[config.mk]
export PLATFORM = sky130hd
export DESIGN_NAME = fpwm_timer
export DESIGN_NICKNAME = d
export VERILOG_FILES = /design/src/rtl/fpwm_pkg.sv /design/src/rtl/fpwm_prescaler.sv /design/src/rtl/fpwm_core.sv /design/src/rtl/fpwm_chan.sv /design/src/rtl/fpwm_flags.sv /design/src/rtl/fpwm_timer.sv
export SDC_FILE = /design/constraint.sdc
export NUM_CORES = 1
export LEC_CHECK = 0
export BUFFER_PORTS_ARGS = -buffer_cell sky130_fd_sc_hd__buf_4
export CAP_MARGIN = 10
export CORE_UTILIZATION = 60
export DETAILED_ROUTE_END_ITERATION = 10
export PLACE_DENSITY = 0.78
export SYNTH_ARGS = -nofsm -noshare
export SYNTH_HDL_FRONTEND = slang
export SYNTH_SLANG_ARGS = --single-unit
[constraint.sdc]
create_clock -name clk -period 2.9 [get_ports clk]
set_input_delay 0.58 -clock clk [delete_from_list [all_inputs] [get_ports clk]]
set_output_delay 0.58 -clock clk [all_outputs]
set_load 0.05 [all_outputs]
[src/rtl/fpwm_pkg.sv]
`timescale 1ns/1ps
package fpwm_pkg;
   typedef enum logic [1:0] {
      OUT_OFF  = 2'b00,
      OUT_RSV  = 2'b01,
      OUT_NORM = 2'b10,
      OUT_INV  = 2'b11
   } out_mode_e;

   localparam logic [1:0] ADR_CTRL = 2'd0;
   localparam logic [1:0] ADR_CMPA = 2'd1;
   localparam logic [1:0] ADR_CMPB = 2'd2;
   localparam logic [1:0] ADR_FCLR = 2'd3;

   typedef struct packed {
      logic [2:0] psel;
      out_mode_e  mode_b;
      out_mode_e  mode_a;
      logic       var_top;
   } ctrl_t;
endpackage

[src/rtl/fpwm_prescaler.sv]
`timescale 1ns/1ps
module fpwm_prescaler #(
   parameter int DIV_W = 10
) (
   input  logic       clk,
   input  logic       rst_n,
   input  logic [2:0] psel,
   output logic       tick
);
   initial begin
      assert (DIV_W >= 10) else $error("DIV_W must hold a divide by 1024");
   end

   logic [DIV_W-1:0] div_q;
   logic [DIV_W-1:0] mask;

   always_ff @(posedge clk) begin
      if (!rst_n) div_q <= '0;
      else        div_q <= div_q + 1'b1;
   end

   always_comb begin
      case (psel)
         3'd2:    mask = DIV_W'(7);
         3'd3:    mask = DIV_W'(31);
         3'd4:    mask = DIV_W'(63);
         3'd5:    mask = DIV_W'(127);
         3'd6:    mask = DIV_W'(255);
         3'd7:    mask = DIV_W'(1023);
         default: mask = '0;
      endcase
   end

   assign tick = (psel != 3'd0) && ((div_q & mask) == mask);

   AST_STOP_NO_TICK: assert property (@(posedge clk) disable iff (!rst_n)
      (psel == 3'd0) |-> !tick);
endmodule

[src/rtl/fpwm_core.sv]
`timescale 1ns/1ps
module fpwm_core #(
   parameter int CNT_W = 8
) (
   input  logic             clk,
   input  logic             rst_n,
   input  logic             tick,
   input  logic             var_top,
   input  logic [CNT_W-1:0] cmpa_buf,
   input  logic [CNT_W-1:0] cmpb_buf,
   output logic [CNT_W-1:0] cnt,
   output logic [CNT_W-1:0] cmpa_act,
   output logic [CNT_W-1:0] cmpb_act,
   output logic             wrap_tick
);
   logic [CNT_W-1:0] top;
   logic             at_wrap;

   assign top       = var_top ? cmpa_act : '1;
   // all-ones also wraps, so a mode change past the active top cannot stall
   assign at_wrap   = (cnt == top) || (cnt == '1);
   assign wrap_tick = tick && at_wrap;

   always_ff @(posedge clk) begin
      if (!rst_n) begin
         cnt      <= '0;
         cmpa_act <= '0;
         cmpb_act <= '0;
      end else if (tick) begin
         if (at_wrap) begin
            cnt      <= '0;
            cmpa_act <= cmpa_buf;
            cmpb_act <= cmpb_buf;
         end else begin
            cnt <= cnt + 1'b1;
         end
      end
   end

   AST_STOP_HOLD: assert property (@(posedge clk) disable iff (!rst_n)
      !tick |=> $stable(cnt));
   AST_FULL_WRAP: assert property (@(posedge clk) disable iff (!rst_n)
      (tick && cnt == '1) |=> (cnt == '0));
   AST_ACT_HOLD: assert property (@(posedge clk) disable iff (!rst_n)
      !wrap_tick |=> ($stable(cmpb_act) && $stable(cmpa_act)));
endmodule

[src/rtl/fpwm_chan.sv]
`timescale 1ns/1ps
module fpwm_chan
   import fpwm_pkg::*;
#(
   parameter int CNT_W = 8
) (
   input  logic             clk,
   input  logic             rst_n,
   input  logic [CNT_W-1:0] cnt,
   input  logic [CNT_W-1:0] cmp,
   input  out_mode_e        mode,
   input  logic             force_low,
   output logic             pwm
);
   logic level;
   assign level = (cnt <= cmp);

   always_comb begin
      if (force_low)             pwm = 1'b0;
      else if (mode == OUT_NORM) pwm = level;
      else if (mode == OUT_INV)  pwm = !level;
      else                       pwm = 1'b0;
   end

   AST_BOTTOM_HIGH: assert property (@(posedge clk) disable iff (!rst_n)
      (mode == OUT_NORM && !force_low && cnt == '0) |-> pwm);
endmodule

[src/rtl/fpwm_flags.sv]
`timescale 1ns/1ps
module fpwm_flags #(
   parameter int NFLAG = 3
) (
   input  logic             clk,
   input  logic             rst_n,
   input  logic [NFLAG-1:0] set,
   input  logic [NFLAG-1:0] clr,
   output logic [NFLAG-1:0] flags
);
   for (genvar i = 0; i < NFLAG; i++) begin : g_flag
      always_ff @(posedge clk) begin
         if (!rst_n)      flags[i] <= 1'b0;
         else if (set[i]) flags[i] <= 1'b1;
         else if (clr[i]) flags[i] <= 1'b0;
      end

      AST_SET_WINS: assert property (@(posedge clk) disable iff (!rst_n)
         set[i] |=> flags[i]);
      AST_CLR_TAKES: assert property (@(posedge clk) disable iff (!rst_n)
         (clr[i] && !set[i]) |=> !flags[i]);
   end
endmodule

[src/rtl/fpwm_timer.sv]
`timescale 1ns/1ps
module fpwm_timer
   import fpwm_pkg::*;
#(
   parameter int CNT_W = 8,
   parameter int DIV_W = 10
) (
   input  logic             clk,
   input  logic             rst_n,
   input  logic             wr_en,
   input  logic [1:0]       wr_addr,
   input  logic [CNT_W-1:0] wr_data,
   output logic [CNT_W-1:0] count,
   output logic             pwm_a,
   output logic             pwm_b,
   output logic             flag_cmp_a,
   output logic             flag_cmp_b,
   output logic             flag_ovf
);
   localparam int NCH = 2;

   initial begin
      assert (CNT_W >= 8) else $error("CNT_W must hold the control byte");
   end

   ctrl_t            ctrl_q;
   logic [CNT_W-1:0] cmpa_buf, cmpb_buf;
   logic [CNT_W-1:0] cnt, cmpa_act, cmpb_act;
   logic             tick, wrap_tick;
   logic [2:0]       fset, fclr, fq;

   always_ff @(posedge clk) begin
      if (!rst_n) begin
         ctrl_q   <= '0;
         cmpa_buf <= '0;
         cmpb_buf <= '0;
      end else if (wr_en) begin
         case (wr_addr)
            ADR_CTRL: ctrl_q   <= ctrl_t'(wr_data[7:0]);
            ADR_CMPA: cmpa_buf <= wr_data;
            ADR_CMPB: cmpb_buf <= wr_data;
            default:  ;
         endcase
      end
   end

   fpwm_prescaler #(.DIV_W(DIV_W)) u_div (
      .clk(clk), .rst_n(rst_n), .psel(ctrl_q.psel), .tick(tick));

   fpwm_core #(.CNT_W(CNT_W)) u_core (
      .clk(clk), .rst_n(rst_n), .tick(tick), .var_top(ctrl_q.var_top),
      .cmpa_buf(cmpa_buf), .cmpb_buf(cmpb_buf), .cnt(cnt),
      .cmpa_act(cmpa_act), .cmpb_act(cmpb_act), .wrap_tick(wrap_tick));

   logic [CNT_W-1:0] ch_cmp   [NCH];
   out_mode_e        ch_mode  [NCH];
   logic             ch_force [NCH];
   logic             ch_pwm   [NCH];

   assign ch_cmp[0]   = cmpa_act;
   assign ch_cmp[1]   = cmpb_act;
   assign ch_mode[0]  = ctrl_q.mode_a;
   assign ch_mode[1]  = ctrl_q.mode_b;
   assign ch_force[0] = ctrl_q.var_top;
   assign ch_force[1] = 1'b0;

   for (genvar c = 0; c < NCH; c++) begin : g_ch
      fpwm_chan #(.CNT_W(CNT_W)) u_ch (
         .clk(clk), .rst_n(rst_n), .cnt(cnt), .cmp(ch_cmp[c]),
         .mode(ch_mode[c]), .force_low(ch_force[c]), .pwm(ch_pwm[c]));
   end

   assign fset[0] = tick && (cnt == cmpa_act);
   assign fset[1] = tick && (cnt == cmpb_act);
   assign fset[2] = wrap_tick;
   assign fclr    = (wr_en && wr_addr == ADR_FCLR) ? wr_data[2:0] : 3'b000;

   fpwm_flags #(.NFLAG(3)) u_flags (
      .clk(clk), .rst_n(rst_n), .set(fset), .clr(fclr), .flags(fq));

   assign count      = cnt;
   assign pwm_a      = ch_pwm[0];
   assign pwm_b      = ch_pwm[1];
   assign flag_cmp_a = fq[0];
   assign flag_cmp_b = fq[1];
   assign flag_ovf   = fq[2];

   AST_VAR_A_LOW: assert property (@(posedge clk) disable iff (!rst_n)
      ctrl_q.var_top |-> !pwm_a);
   AST_VAR_BOUND: assert property (@(posedge clk) disable iff (!rst_n)
      (ctrl_q.var_top && $past(ctrl_q.var_top) && $past(wrap_tick)) |-> (cnt <= cmpa_act));
endmodule

==> summary.txt, run 1 <==
GRT
  – Gr ovfl total: 0
  – Initial antenna violation count: 0
  – GRT Util Overall: 28.0%
  – Vias in the first global route: 2,436
  – First-pass GRT wire length: 11,600 um
  – Pin count of the biggest net entering global routing: 60

Power and ir drop
  – Tot Pwr: 1.84 mW
  – Maximum vdd drop: 0.485 mV
  – Leakage: 1.44 nW
  – Pwr dens: 508 mW/mm2

Clocking
  – Skew-Pair Late Insertion Delay: 340 ps
  – CTS tree: built
  – Setup bufs post-CTS: 0
  – Post-CTS Hold Buffers: 0
  – Clock transition at path regs: 70 ps
  – Num Clock Sinks: 61
  – Root Driver: clkbuf_8
  – Num CTS Buffers: 9
  – Clock buffer depth: 2
  – Htree depth: 3

Cells and area
  – Finished Layout Cells: 465
  – Design area: 0.00362 mm2
  – Final nets: 424
  – Share of layout cells above drive strength 1: 17.1%
  – P&R area growth vs syn: 15.6%
  – Fin util: 74.3%
  – Diodes inserted: 0

Synthesis
  – Post-synth EDFFs: 0
  – Synth Cell Area: 0.00314 mm2
  – Prevailing post-synth register cell: dfxtp_1
  – Syn avg cell area: 8.48 um2
  – FF+latch count, synth: 61
  – Synth unique cells: 46
  – Synth Instances: 370
  – Mapped Nets: 401
  – Yosys warns: 0
  – Fraction of registers with async set/reset: 0%
  – Register area share after synthesis: 38.9%

Job
  – MaxCap Viol Count: 0

Routing
  – Routed WL: 7230 um
  – Via Count: 2,740
  – Initial drt markers: 241
  – Wire per inst: 15.6 um
  – TritonRoute pass-1 iters: 4
  – Antenna viol nets, final: 0
  – Drc violations: 0
  – Via-to-Cell Ratio: 5.89

STA
  – RSZ-0062 raised after global routing: no
  – Relative slew slack: 34.1%
  – Final min period: 2770 ps
  – Max Clock Skew: 10.6 ps
  – Achievable clock frequency: 0.361 GHz
  – Final period utilization: 95.4%
  – Fin Setup TNS: 0 ps
  – Worst hold slack: 467 ps
  – # setup viols final: 0
  – Slew @ Worst Pin: 988 ps
  – Hold Vio Cnt, Final: 0
  – Setup slack after layout: 132 ps
  – Count of pins over their slew limit: 0

Status
  – Status: finished, final reports clean

Critical path
  – Most used cell along the critical path: a21o_1
  – Worst EP arrival: 2190 ps
  – Setup CP Type: flip-flop to output port
  – Cell Chain, Critical Path: inv_1, ha_1, a21o_1, a21o_1, a21oi_1, nor2_1, nor3_1, nor4bb_4, buf_6
  – Setup crit end kind: output port
  – Worst Path Required: 2320 ps
  – Worst path slowest cell: dfxtp_2
  – Crit-path max cell delay: 360 ps
  – CP max FO: 5
  – Startpoint type of the worst setup path: flip-flop

Placed design
  – Dpl cells: 449
  – Pre-CTS setup slack: 346 ps
  – Final GP Congestion: 0.808
  – Port buffer count: 25
  – Placed instance area: 0.00341 mm2
  – Post-DP HPWL: 5020 um

Floorplan
  – Num rows: 25
  – Die Y: 74.3 um
  – Die area: 0.00552 mm2
  – I/O Pins: 26
  – DIE WIDTH: 74.3 um
  – Core Area: 0.00488 mm2
  – Initial Utilization: 64.3%

Hold path
  – Hold Crit Class: flip-flop to flip-flop
-- worst paths after layout --
kind,startpoint,end,slack [ps],cells after the start
worst max-delay path,u_core.cmpa_act[5]$_SDFFE_PN0P_,pwm_a,130,9
worst min-delay path,cmpb_buf[1]$_SDFFE_PN0P_,u_core.cmpb_act[1]$_SDFFE_PN0P_,470,2
worst max register to register,u_core.cnt[0]$_SDFFE_PN0P_,u_core.cnt[5]$_SDFFE_PN0P_,400,9
worst min register to register,cmpb_buf[1]$_SDFFE_PN0P_,u_core.cmpb_act[1]$_SDFFE_PN0P_,470,2
-- cell families after synthesis --
group | count (synthesis) | synth area share, %
buf+inv | 41 | 5.11
fa+ha+maj | 18 | 7.18
flops | 61 | 38.9
mux | 24 | 7.66
xor+xnor | 11 | 3.07
simple gates | 128 | 21.2
compound gates | 87 | 16.9
-- what timing repair did --
action                     CTS  global route
pin swaps                    0             2
resized for setup            2            12
setup endpoints to repair    1             2
-- layout make-up --
class | count | area (um2)
Clock buffer | 12 | 145
Clock inverter | 4 | 47.5
Fill cell | 390 | 1250
Inverter | 19 | 71.3
Multi-Input combinational cell | 268 | 1790
Sequential cell | 61 | 1230
Tap cell | 67 | 83.8
Timing Repair Buffer | 34 | 259
-- routing by layer --
metal	part of all wire [%]	GRT usage, %
met1	47	38.9
met3	4.2	4.74
met4	1.6	11.7
met2	47	43.3
met5	0	0
-- where the power goes --
part           total, mW  internal (mW)  switching [mW]
combinational      0.206         0.0841           0.122
clock              0.753          0.418           0.335
sequential         0.881          0.859          0.0223
total               1.84           1.36           0.480
-- state kept, by name, indices dropped and copies added (netlist names) --
name             flops
u_div.div_q         10
cmpa_buf             8
cmpb_buf             8
u_core.cmpa_act      8
u_core.cmpb_act      8
u_core.cnt           8
ch_mode              4
ctrl_q               3
u_flags.flags        3
ch_force             1
-- critical path: cells and delay by family (launching register included) --
kind,cells,cell delay [ps]
flip-flops,1,360
AND/OR/NAND/NOR,3,480
adder cells (fa/ha/maj),1,290
AO/OA/AOI/OAI,3,480
buffers and inverters,2,230
-- cells in the mapped netlist, types with 2 or more instances --
cell | number | area (um2)
dfxtp_1 | 61 | 1220
nor2_1 | 44 | 165
a21oi_1 | 32 | 160
nand3_1 | 30 | 150
mux2i_1 | 24 | 240
o21ai_1 | 19 | 95.1
ha_1 | 18 | 225
inv_1 | 18 | 67.6
clkbuf_1 | 16 | 60.1
nand2_1 | 13 | 48.8
xnor2_1 | 7 | 61.3
and2_1 | 6 | 37.5
a31oi_1 | 5 | 31.3
and3_1 | 5 | 31.3
buf_2 | 5 | 25.0
nor3b_1 | 5 | 37.5
o211ai_1 | 5 | 37.5
a21o_1 | 4 | 30.0
nand3b_1 | 4 | 30.0
nand4_1 | 4 | 25.0
o21a_1 | 4 | 30.0
o21ai_0 | 4 | 20.0
xor2_1 | 4 | 35.0
a21boi_1 | 3 | 22.5
or4b_1 | 3 | 30.0
a22oi_1 | 2 | 15.0
a32o_1 | 2 | 20.0
a32oi_1 | 2 | 17.5
and3b_1 | 2 | 17.5
nor2b_1 | 2 | 12.5
or4_1 | 2 | 15.0
-- cell usage in the layout, fill, tap and decap left out, types with 2 or more instances in the layout --
cell and count:
dfxtp_1 52, nor2_1 43, buf_4 33, a21oi_1 31
nand3_1 30, mux2i_1 23, o21ai_1 20, inv_1 18
ha_1 18, nand2_1 13, clkbuf_8 10, dfxtp_2 9
xnor2_1 7, and2_1 6, a31oi_1 5, nor3b_1 5
o211ai_1 5, and3_1 5, nand4_1 4, a21o_1 4
o21a_1 4, nand3b_1 4, xor2_1 4, o21ai_0 3
a21boi_1 3, or4b_1 3, nor2b_1 2, and3b_1 2
a32oi_1 2, a32o_1 2, or4_1 2, a22oi_1 2
clkbuf_1 2, clkinv_2 2
Power figures use the tool's default switching activity.
==> run 2: changes to the inputs <==
CORE_UTILIZATION = 55   (was 60)
PLACE_DENSITY = 0.81   (was 0.78)
==> summary.txt, run 2 (same netlist as run 1, synthesis figures left out) <==
Status
  – Status: finished, final reports clean

GRT
  – Pin count of the biggest net entering global routing: 23 (-62%)
  – Initial antenna violation count: 0 (unchanged)
  – Gr ovfl total: 0 (unchanged)
  – Vias in the first global route: 2,553 (+4.8%)
  – GRT Util Overall: 26.5% (-1.5 points)
  – First-pass GRT wire length: 12,200 um (+4.9%)

STA
  – Worst hold slack: 467 ps (+0.00100 ps)
  – Final min period: 2850 ps (+87.2 ps)
  – Max Clock Skew: 5.14 ps (-5.48 ps)
  – # setup viols final: 0 (unchanged)
  – Achievable clock frequency: 0.350 GHz (-3.1%)
  – RSZ-0062 raised after global routing: yes
  – Slew @ Worst Pin: 898 ps (-89.2 ps)
  – Relative slew slack: 40.0% (+5.9 points)
  – Final period utilization: 98.4% (+3.0 points)
  – Hold Vio Cnt, Final: 0 (unchanged)
  – Count of pins over their slew limit: 0 (unchanged)

Power and ir drop
  – Sw Share: 26.5% (+0.43 points)
  – Internal: 1.37 mW (+0.53%)
  – Sequential share of power: 47.2% (-0.7 points)
  – Tot Pwr: 1.86 mW (+1.1%)
  – Pwr dens: 496 mW/mm2 (-2.3%)
  – Combinational share of power: 12.2% (+1.0 points)
  – Leakage: 1.51 nW (+4.6%)
  – Maximum vdd drop: 0.399 mV (-18%)
  – Switch Pwr: 0.493 mW (+2.8%)
  – Clk pwr share: 40.6% (-0.3 points)

Cells and area
  – Commonest non-fill, non-tap cell in the layout: dfxtp_1
  – Design area: 0.00375 mm2 (+3.5%)
  – Reg with most FFs: u_div.div_q
  – Final nets: 430 (+1.4%)
  – FILL cells: 432 (+11%)
  – Diodes inserted: 0 (unchanged)
  – Fin util: 68.1% (-6.2 points)
  – Max FFs per register: 10 (unchanged)
  – P&R area growth vs syn: 19.5%
  – Commonest cells after routing, fill and taps aside: dfxtp_1 (48), nor2_1 (43), buf_4 (38)
  – Finished Layout Cells: 476 (+2.4%)
  – Share of layout cells above drive strength 1: 21.5% (+4.4 points)

Placed design
  – Placed instance area: 0.00343 mm2 (+0.84%)
  – Dpl cells: 457 (+1.8%)
  – Final GP Congestion: 0.877 (+8.5%)
  – Port buffer count: 25 (unchanged)
  – Post-DP HPWL: 5100 um (+1.6%)

Routing
  – Routed WL: 7520 um (+4.0%)
  – TritonRoute pass-1 iters: 5 (+1)
  – Via Count: 2,755 (+0.55%)
  – Via-to-Cell Ratio: 5.79 (-1.8%)
  – Drc violations: 0 (unchanged)
  – Initial drt markers: 230 (-4.6%)
  – Wire per inst: 15.8 um (+1.6%)
  – Antenna viol nets, final: 0 (unchanged)

Clocking
  – Num CTS Buffers: 9 (unchanged)
  – CTS tree: built
  – Skew-Pair Late Insertion Delay: 350 ps (about the same)
  – Root Driver: clkbuf_8
  – Clock transition at path regs: 70 ps (about the same)
  – Htree depth: 3 (unchanged)
  – Clock buffer depth: 2 (unchanged)
  – Num Clock Sinks: 61 (unchanged)

Critical path
  – CP max FO: 3 (-2)
  – Reg2Reg Capture Point: u_core.cmpb_act[6]$_SDFFE_PN0P_
  – RR Startpoint: ch_force[1]$_SDFFE_PN0P_
  – Startpoint type of the worst setup path: flip-flop
  – Worst EP arrival: 2270 ps (+80 ps)
  – R2R Setup Slk: 300 ps (-100 ps)
  – Worst Path Required: 2320 ps (about the same)
  – Setup crit end kind: output port
  – Reg2reg path depth: 7 (-2)
  – Setup CP Type: flip-flop to output port

Hold path
  – Hold path depth: 2 (unchanged)
  – Min-delay src: cmpb_buf[0]$_SDFFE_PN0P_
  – Hold Path End: u_core.cmpb_act[0]$_SDFFE_PN0P_
  – Hold Crit Class: flip-flop to flip-flop

Floorplan
  – Core Area: 0.00551 mm2 (+13%)
  – Die area: 0.00601 mm2 (+8.8%)
  – I/O Pins: 26 (unchanged)
  – Num rows: 27 (+8.0%)
  – Die Y: 77.5 um (+4.3%)
  – DIE WIDTH: 77.5 um (+4.3%)
  – Initial Utilization: 57.0% (-7.3 points)

Job
  – MaxCap Viol Count: 0 (unchanged)
run 2: cell count changes in the layout (fill, tap and decap cells not counted), moves of 3 or more:
cell     previous run  this run
dfxtp_4             0         3
dfxtp_1            52        48
buf_4              33        38
ha_1               18        15
run 2: worst max path at each step:
stage	startpoint	end	depth (start not counted)
floorplan	u_core.cnt[0]$_SDFFE_PN0P_	pwm_a	8
global placement	u_core.cmpa_act[5]$_SDFFE_PN0P_	pwm_a	9
detailed placement	u_core.cmpa_act[5]$_SDFFE_PN0P_	pwm_a	9
CTS	u_core.cmpa_act[5]$_SDFFE_PN0P_	pwm_a	9
global route	u_core.cmpa_act[1]$_SDFFE_PN0P_	pwm_a	9
finish	u_core.cmpa_act[1]$_SDFFE_PN0P_	pwm_a	9
run 2: power by group through the flow:
stage | sequential, mW | clock [mW] | combinational, mW
after floorplan | 0.911 | 0 | 0.121
after global placement | 0.896 | 0 | 0.197
after detailed placement | 0.898 | 0 | 0.202
after CTS | 0.879 | 0.766 | 0.209
after global routing | 0.880 | 0.801 | 0.244
final | 0.878 | 0.756 | 0.227
run 2: layout make-up:
class	instances	area, um2	area share [%]
flip-flops and latches	61	1240	33.2
repair buffers	40	302	8.04
multi-input cells	268	1840	49.1
clock buffers	10	138	3.67
well taps	72	90.1	2.40
clock inverters	6	62.6	1.67
inverters	19	71.3	1.90
run 2: per-stage QoR:
step                TNS, ps  setup WS, ps
global route          -75.0         -43.7
finish                    0          45.1
floorplan             -58.3         -58.3
global placement          0           333
detailed placement        0           318
CTS                       0          30.8
run 2: critical path, cell delays in order (launching register included):
cell	delay, ps
dfxtp_2	350
inv_2	50
ha_4	260
nor2b_4	130
o21a_1	160
o21ai_2	90
a211oi_4	300
nor3_2	100
nor4bb_4	300
buf_6	190
run 2: repair_timing:
item / in CTS / in global routing
gates resized for setup: 8 / 24
setup buffers: 0 / 3
hold buffers: 0 / 0
hold endpoints to repair: 0 / 0
pin swaps: 1 / 8
setup endpoints to repair: 1 / 2
cloned: 0 / 0
run 2: routing by layer:
layer / track usage [%] / vias up / wire [um]
met3: 6.59 / 26 / 373
li1: - / 1368 / -
met5: 0 / - / 0
met1: 32.3 / 1267 / 3400
met4: 14.9 / 0 / 234
met2: 42.7 / 94 / 3520
